**src/rtl/cfg_window_pkg.sv**
```systemverilog
package cfg_window_pkg;
  localparam int IDX_W  = 16;
  localparam int BYTE_W = 8;

  typedef enum logic [2:0] {
    WIN_IDX_LO = 3'd0,
    WIN_IDX_HI = 3'd1,
    WIN_DATA   = 3'd2
  } win_e;

  typedef enum logic [1:0] {
    RSEL_ZERO = 2'd0,
    RSEL_EVEN = 2'd1,
    RSEL_ODD  = 2'd2,
    RSEL_IDX  = 2'd3
  } rsel_e;
endpackage

```
**src/rtl/cfg_index_reg.sv**
```systemverilog
module cfg_index_reg
  import cfg_window_pkg::*;
(
  input  logic             clk,
  input  logic             rst,
  input  logic             we_lo,
  input  logic             we_hi,
  input  logic             we_full,
  input  logic [IDX_W-1:0] wd,
  output logic [IDX_W-1:0] idx
);
  always_ff @(posedge clk) begin
    if (rst) begin
      idx <= '0;
    end else if (we_full) begin
      idx <= wd;
    end else begin
      if (we_lo) idx[BYTE_W-1:0]     <= wd[BYTE_W-1:0];
      if (we_hi) idx[IDX_W-1:BYTE_W] <= wd[BYTE_W-1:0];
    end
  end
endmodule

```
**src/rtl/cfg_bank.sv**
```systemverilog
module cfg_bank
  import cfg_window_pkg::*;
#(
  parameter int DEPTH_H = 128,
  localparam int AW_H = (DEPTH_H > 1) ? $clog2(DEPTH_H) : 1
) (
  input  logic              clk,
  input  logic              rst,
  input  logic              we,
  input  logic [AW_H-1:0]   wa,
  input  logic [BYTE_W-1:0] wd,
  input  logic              re,
  input  logic [AW_H-1:0]   ra,
  output logic [BYTE_W-1:0] q
);
  logic [BYTE_W-1:0] mem [DEPTH_H];
  logic [DEPTH_H-1:0] written;
  logic [BYTE_W-1:0] mem_q;
  logic              written_q;

  // storage without reset so it maps onto block RAM
  always_ff @(posedge clk) begin
    if (we) mem[wa] <= wd;
    if (re) mem_q <= mem[ra];
  end

  // per-entry written flags give the cleared-after-reset view
  always_ff @(posedge clk) begin
    if (rst) begin
      written   <= '0;
      written_q <= 1'b0;
    end else begin
      if (we) written[wa] <= 1'b1;
      if (re) written_q   <= written[ra];
    end
  end

  assign q = written_q ? mem_q : '0;
endmodule

```
**src/rtl/cfg_window_port.sv**
```systemverilog
module cfg_window_port
  import cfg_window_pkg::*;
#(
  parameter int DEPTH = 256
) (
  input  logic        clk,
  input  logic        rst,
  input  logic        bus16_mode,
  input  logic        cs_n,
  input  logic        wr_n,
  input  logic        rd_n,
  input  logic [2:0]  addr,
  input  logic [15:0] wdata,
  output logic [15:0] rdata
);
  localparam int AW      = $clog2(DEPTH);
  localparam int DEPTH_H = DEPTH / 2;
  localparam int AW_H    = (DEPTH_H > 1) ? $clog2(DEPTH_H) : 1;
  localparam logic [IDX_W:0] LIMIT = (IDX_W+1)'(DEPTH);

  logic wr_ev, rd_ev;
  assign wr_ev = !cs_n && !wr_n;
  assign rd_ev = !cs_n && !rd_n && wr_n;

  // index register
  logic [IDX_W-1:0] idx;
  logic we_lo, we_hi, we_full;
  assign we_full = wr_ev && bus16_mode  && (addr == WIN_IDX_LO);
  assign we_lo   = wr_ev && !bus16_mode && (addr == WIN_IDX_LO);
  assign we_hi   = wr_ev && !bus16_mode && (addr == WIN_IDX_HI);

  cfg_index_reg u_idx (
    .clk(clk), .rst(rst), .we_lo(we_lo), .we_hi(we_hi),
    .we_full(we_full), .wd(wdata), .idx(idx)
  );

  // effective register numbers
  logic [IDX_W-1:0] ea;
  logic [IDX_W:0]   ea_hi;
  logic             pair, lo_ok, hi_ok;
  assign ea    = {idx[15], 1'b0, idx[13:0]};
  assign ea_hi = {1'b0, ea} + 1'b1;
  assign pair  = bus16_mode && idx[14];
  assign lo_ok = {1'b0, ea} < LIMIT;
  assign hi_ok = pair && (ea_hi < LIMIT);

  logic data_we, lo_we, hi_we;
  assign data_we = wr_ev && (addr == WIN_DATA);
  assign lo_we   = data_we && lo_ok;
  assign hi_we   = data_we && hi_ok;

  logic [AW_H-1:0] lo_half, hi_half;
  assign lo_half = ea[AW-1:1];
  assign hi_half = ea_hi[AW-1:1];

  logic              bk_we [2];
  logic [AW_H-1:0]   bk_wa [2];
  logic [BYTE_W-1:0] bk_wd [2];
  logic [BYTE_W-1:0] bk_q  [2];
  logic              bk_re;

  // bank 0 holds even registers, bank 1 odd; a pair always spans both
  always_comb begin
    for (int b = 0; b < 2; b++) begin
      if (ea[0] == b[0]) begin
        bk_we[b] = lo_we;
        bk_wa[b] = lo_half;
        bk_wd[b] = wdata[7:0];
      end else begin
        bk_we[b] = hi_we;
        bk_wa[b] = hi_half;
        bk_wd[b] = wdata[15:8];
      end
    end
  end

  assign bk_re = rd_ev && (addr == WIN_DATA) && lo_ok;

  for (genvar g = 0; g < 2; g++) begin : g_bank
    cfg_bank #(.DEPTH_H(DEPTH_H)) u_bank (
      .clk(clk), .rst(rst),
      .we(bk_we[g]), .wa(bk_wa[g]), .wd(bk_wd[g]),
      .re(bk_re), .ra(lo_half), .q(bk_q[g])
    );
  end

  // read select and index snapshot, updated only by reads
  rsel_e            sel_q;
  logic [IDX_W-1:0] idx_snap;

  always_ff @(posedge clk) begin
    if (rst) begin
      sel_q    <= RSEL_ZERO;
      idx_snap <= '0;
    end else if (rd_ev) begin
      unique case (addr)
        WIN_DATA: sel_q <= !lo_ok ? RSEL_ZERO : (ea[0] ? RSEL_ODD : RSEL_EVEN);
        WIN_IDX_LO: begin
          sel_q    <= RSEL_IDX;
          idx_snap <= bus16_mode ? idx : {8'h00, idx[7:0]};
        end
        WIN_IDX_HI: begin
          sel_q    <= bus16_mode ? RSEL_ZERO : RSEL_IDX;
          idx_snap <= {8'h00, idx[15:8]};
        end
        default: sel_q <= RSEL_ZERO;
      endcase
    end
  end

  always_comb begin
    unique case (sel_q)
      RSEL_EVEN: rdata = {8'h00, bk_q[0]};
      RSEL_ODD:  rdata = {8'h00, bk_q[1]};
      RSEL_IDX:  rdata = idx_snap;
      default:   rdata = '0;
    endcase
  end
endmodule

```
**config.mk**
```make
export PLATFORM = sky130hd
export DESIGN_NAME = cfg_window_port
export DESIGN_NICKNAME = d
export VERILOG_FILES = /design/src/rtl/cfg_window_pkg.sv /design/src/rtl/cfg_index_reg.sv /design/src/rtl/cfg_bank.sv /design/src/rtl/cfg_window_port.sv
export SDC_FILE = /design/constraint.sdc
export NUM_CORES = 2
export LEC_CHECK = 0
export ABC_AREA = 1
export ABC_CLOCK_PERIOD_IN_PS = 14450
export BUFFER_PORTS_ARGS = -buffer_cell sky130_fd_sc_hd__clkbuf_2
export CORE_UTILIZATION = 53
export CTS_BUF_LIST = sky130_fd_sc_hd__clkbuf_8 sky130_fd_sc_hd__clkbuf_16
export DETAILED_ROUTE_END_ITERATION = 10
export GPL_ROUTABILITY_DRIVEN = 0
export MAX_ROUTING_LAYER = met4
export PLACE_DENSITY_LB_ADDON = 0.05
export SETUP_SLACK_MARGIN = 0.4
export SLEW_MARGIN = 20
export SYNTH_ARGS = -nofsm -noshare
export SYNTH_HDL_FRONTEND = slang
export SYNTH_SLANG_ARGS = --single-unit
export TNS_END_PERCENT = 20
```
**constraint.sdc**
```tcl
create_clock -name clk -period 14.45 [get_ports clk]
set_clock_uncertainty 0.05 [all_clocks]
set_input_delay 1.445 -clock clk [delete_from_list [all_inputs] [get_ports clk]]
set_output_delay 1.445 -clock clk [all_outputs]
set_load 0.01 [all_outputs]
```
==> results.ini <==
[yosys]
avgSynthCellArea_sq_um = 11.38
async_reset_ff_frac = 0
ys_top_cells_by_area = edfxtp_1, nor2_1, dfxtp_1
yosys_warnings = 0
synthDistinctLibCells = 35
synth-xor-area-share = 0.0004617
synth_top_family_by_area = simple AND/OR/NAND/NOR gates
post-synth-top-count-cell = edfxtp_1
ys.flop_type = edfxtp_1
synth_top_area_frac = 0.6534
synth_enable_flop_cells = 2064
synthCells = 8333
ys_seq_area_frac = 0.7150
syn_area_sq_mm = 0.09486
synthAdderAreaFrac = 0.0002638
synth_common_cells = edfxtp_1, nor2_1, o21ai_0
postSynthNetCount = 8360
synth-simple-area-share = 0.1349
synth_compound_area_frac = 0.1102
synth_seq_cells = 2356
muxShareOfSynthArea = 0
synth_area_leader_cell = edfxtp_1

[clocking]
clkSlewWorstSetupHoldPaths_ns = 0.07
root_buffer = clkbuf_16
cts_buffers = 234
ctsHoldBuffers = 0
cts_tree = done
cts-resized-gates = 0
post-cts-setup-buffers = 0
worstSkewPairLatency_ns = 0.88
cts_buffer_depth = 3
clock_sinks = 2356
htree_levels = 4

[routing]
totalWireLength_um = 272500
drtPass1Iterations = 6
wl_per_cell_um = 25.38
route.detailed.vias_per_inst = 5.954
num_vias = 63940
drt_iter0_drc = 8039
drc = 0
ant_nets = 0

[worst_setup_path]
worstSetupPathType = flop to flop
reg2reg_depth = 13
worstSetupStartpointType = flop
crit_top_cell = nand2_1
cp_data_required_time_ns = 14.91
r2r-start = u_idx.idx[4]
path_cells = buf_4, nand2_1, nor2_1, nand3_1, nand2_1, nand2_1, nor2_1, nand4_1, nand2_4, buf_4, buf_4, nand2_1, nor2_1
critical_path_arrival_ns = 5.65
endpoint_kind = flop
cpMaxStageDelayCell = dfxtp_4
r2r_end = g_bank[0].u_bank.mem[126][5]
r2r_slack_ns = 9.25
slowest_delay_ns = 0.99
crit_fanout = 54

[layout]
area_growth_pct = 10.20
drive_gt1_frac = 0.06947
fin_nets = 8221

[floorplan]
num_io_pins = 41
fp.dieH_um = 425.1
row_count = 154
die_w_um = 425.1
coreArea_sq_mm = 0.1769
die_area_sq_mm = 0.1807
initial_core_util = 0.5363

[place]
dp_hpwl_um = 154500
io_buffers = 40

[sta]
timing.fmax_mhz = 192.4
max_slew_margin = 0.2546
finalHoldViolCount = 0
maxSlewViolCount = 0
period_minus_slack_ns = 5.196
rsz0062_at_grt = no
whs_ns = 0.3943
worst_slew_pin_slew_ns = 1.118
period_share = 0.3596
fin_setup_tns_ns = 0
finalSetupViolations = 0

[global_route]
grt_pass1_wl_um = 401300
overflow = 0
grtUsageTotal = 0.3092
grt_max_degree = 215
grt_pass1_vias = 59480
antenna_found_initial = 11

[hold_path]
hp-class = flop to flop
whs_path_depth = 2
hp-start = g_bank[0].u_bank.written[95]
min_to = g_bank[0].u_bank.written[95]

[power_and_ir_drop]
power.share.clock = 0.432
p_sw_uw = 2964
p_per_area_mw_per_mm2 = 132.8
leakagePower_uw = 0.03442
peakVddDrop_uv = 101.4
p_int_uw = 10920
p_seq_frac = 0.535
swShare = 0.2135
combPwrFrac = 0.033

[job]
drv_cap = 0

[status]
outcome = completed

[power by group through the flow]
stage,Sequential [uW],Clock (uW),Combinational (uW)
2_1_floorplan,7610,0,243
3_3_place_gp,7580,0,445
3_5_place_dp,7580,0,452
4_1_cts,7430,6040,452
5_1_grt,7430,6300,490
6_report,7430,6000,457
[per-stage QoR]
stage	cells	setup slack (ns)	power (uW)	cell area (sq um)	util
6_report	10740	9.254	13880	104500	0.5910
5_1_grt	10740	9.048	14220	104500	0.5909
4_1_cts	10730	9.363	13930	104500	0.5908
3_5_place_dp	10300	9.374	8028	96970	0.5482
3_3_place_gp	10300	9.374	8021	96970	0.5482
2_1_floorplan	8333	6.722	7856	94860	-
[registers in the layout, indices dropped and copies added (netlist names)]
| signal | cells |
|---|---|
| g_bank.u_bank.mem_q | 16 |
| u_idx.idx | 16 |
| g_bank.u_bank.written_q | 2 |
| idx_snap | 16 |
| g_bank.u_bank.mem | 2048 |
| g_bank.u_bank.written | 256 |
| sel_q | 2 |
[critical path: cells and delay by family, from the launching register on]
| family | cells | cell delay, ns |
|---|---|---|
| DFF | 1 | 0.99 |
| buffers and inverters | 3 | 1.83 |
| and+or+nand+nor | 10 | 1.87 |
[cell usage in the layout (no fill, tap or decap), types with 7 or more instances in the layout]
master / count
nor2_1: 1866
a211oi_1: 21
nor3_1: 112
nor2_4: 7
o22ai_1: 204
bufinv_16: 19
o21ai_4: 16
nand2_1: 662
diode_2: 7
nand4_1: 29
o21ai_0: 1085
o211a_1: 8
clkbuf_16: 242
nor2_2: 39
buf_4: 111
inv_1: 423
o21a_1: 9
clkbuf_8: 15
edfxtp_1: 2064
o21ai_1: 28
clkinv_1: 57
clkbuf_2: 39
clkinv_2: 43
dfxtp_1: 289
nand2_4: 22
o221ai_1: 8
nand3_1: 401
a21oi_1: 323
buf_12: 7
o211ai_1: 203
[cells by family (layout without fill, tap and decap cells)]
| kind of cell | Yosys count | in the layout |
|---|---|---|
| simple gates | 3150 | 3150 |
| flops | 2356 | 2356 |
| compound gates | 1906 | 1906 |
| buf+inv | 914 | 973 |
| xor+xnor | 5 | 5 |
| fa+ha+maj | 2 | 2 |
| other cells | 0 | 7 |
[metal layers]
metal,up-vias,part of all wire,GRT usage,wire (um)
li1,29220,-,-,-
met2,2820,0.45,0.4502,122000
met1,31430,0.44,0.4473,118900
met3,470,0.090,0.05402,24400
met5,-,0,-,0
met4,0,0.027,0.08873,7244
[how the worst max path moves through the flow]
stage,to,from,slack [ns]
floorplan,g_bank[1].u_bank.mem[0][5],wdata[5],6.72
global placement,g_bank[0].u_bank.mem[126][0],u_idx.idx[4],9.37
detailed placement,g_bank[0].u_bank.mem[126][4],wr_n,9.37
CTS,g_bank[0].u_bank.mem[126][5],u_idx.idx[4],9.36
global route,g_bank[0].u_bank.mem[126][5],u_idx.idx[4],9.05
finish,g_bank[0].u_bank.mem[126][5],u_idx.idx[4],9.25
[cell type report]
class / count / area, sq um
fillers: 14300 / 72350
flip-flops and latches: 2356 / 67830
multi-input cells: 5063 / 23580
clock buffers: 256 / 6248
well taps: 2340 / 2928
inverters: 381 / 1445
clock inverters: 178 / 1291
repair buffers: 158 / 1182
diodes: 7 / 17.52
(Power assumes the default switching activity.)
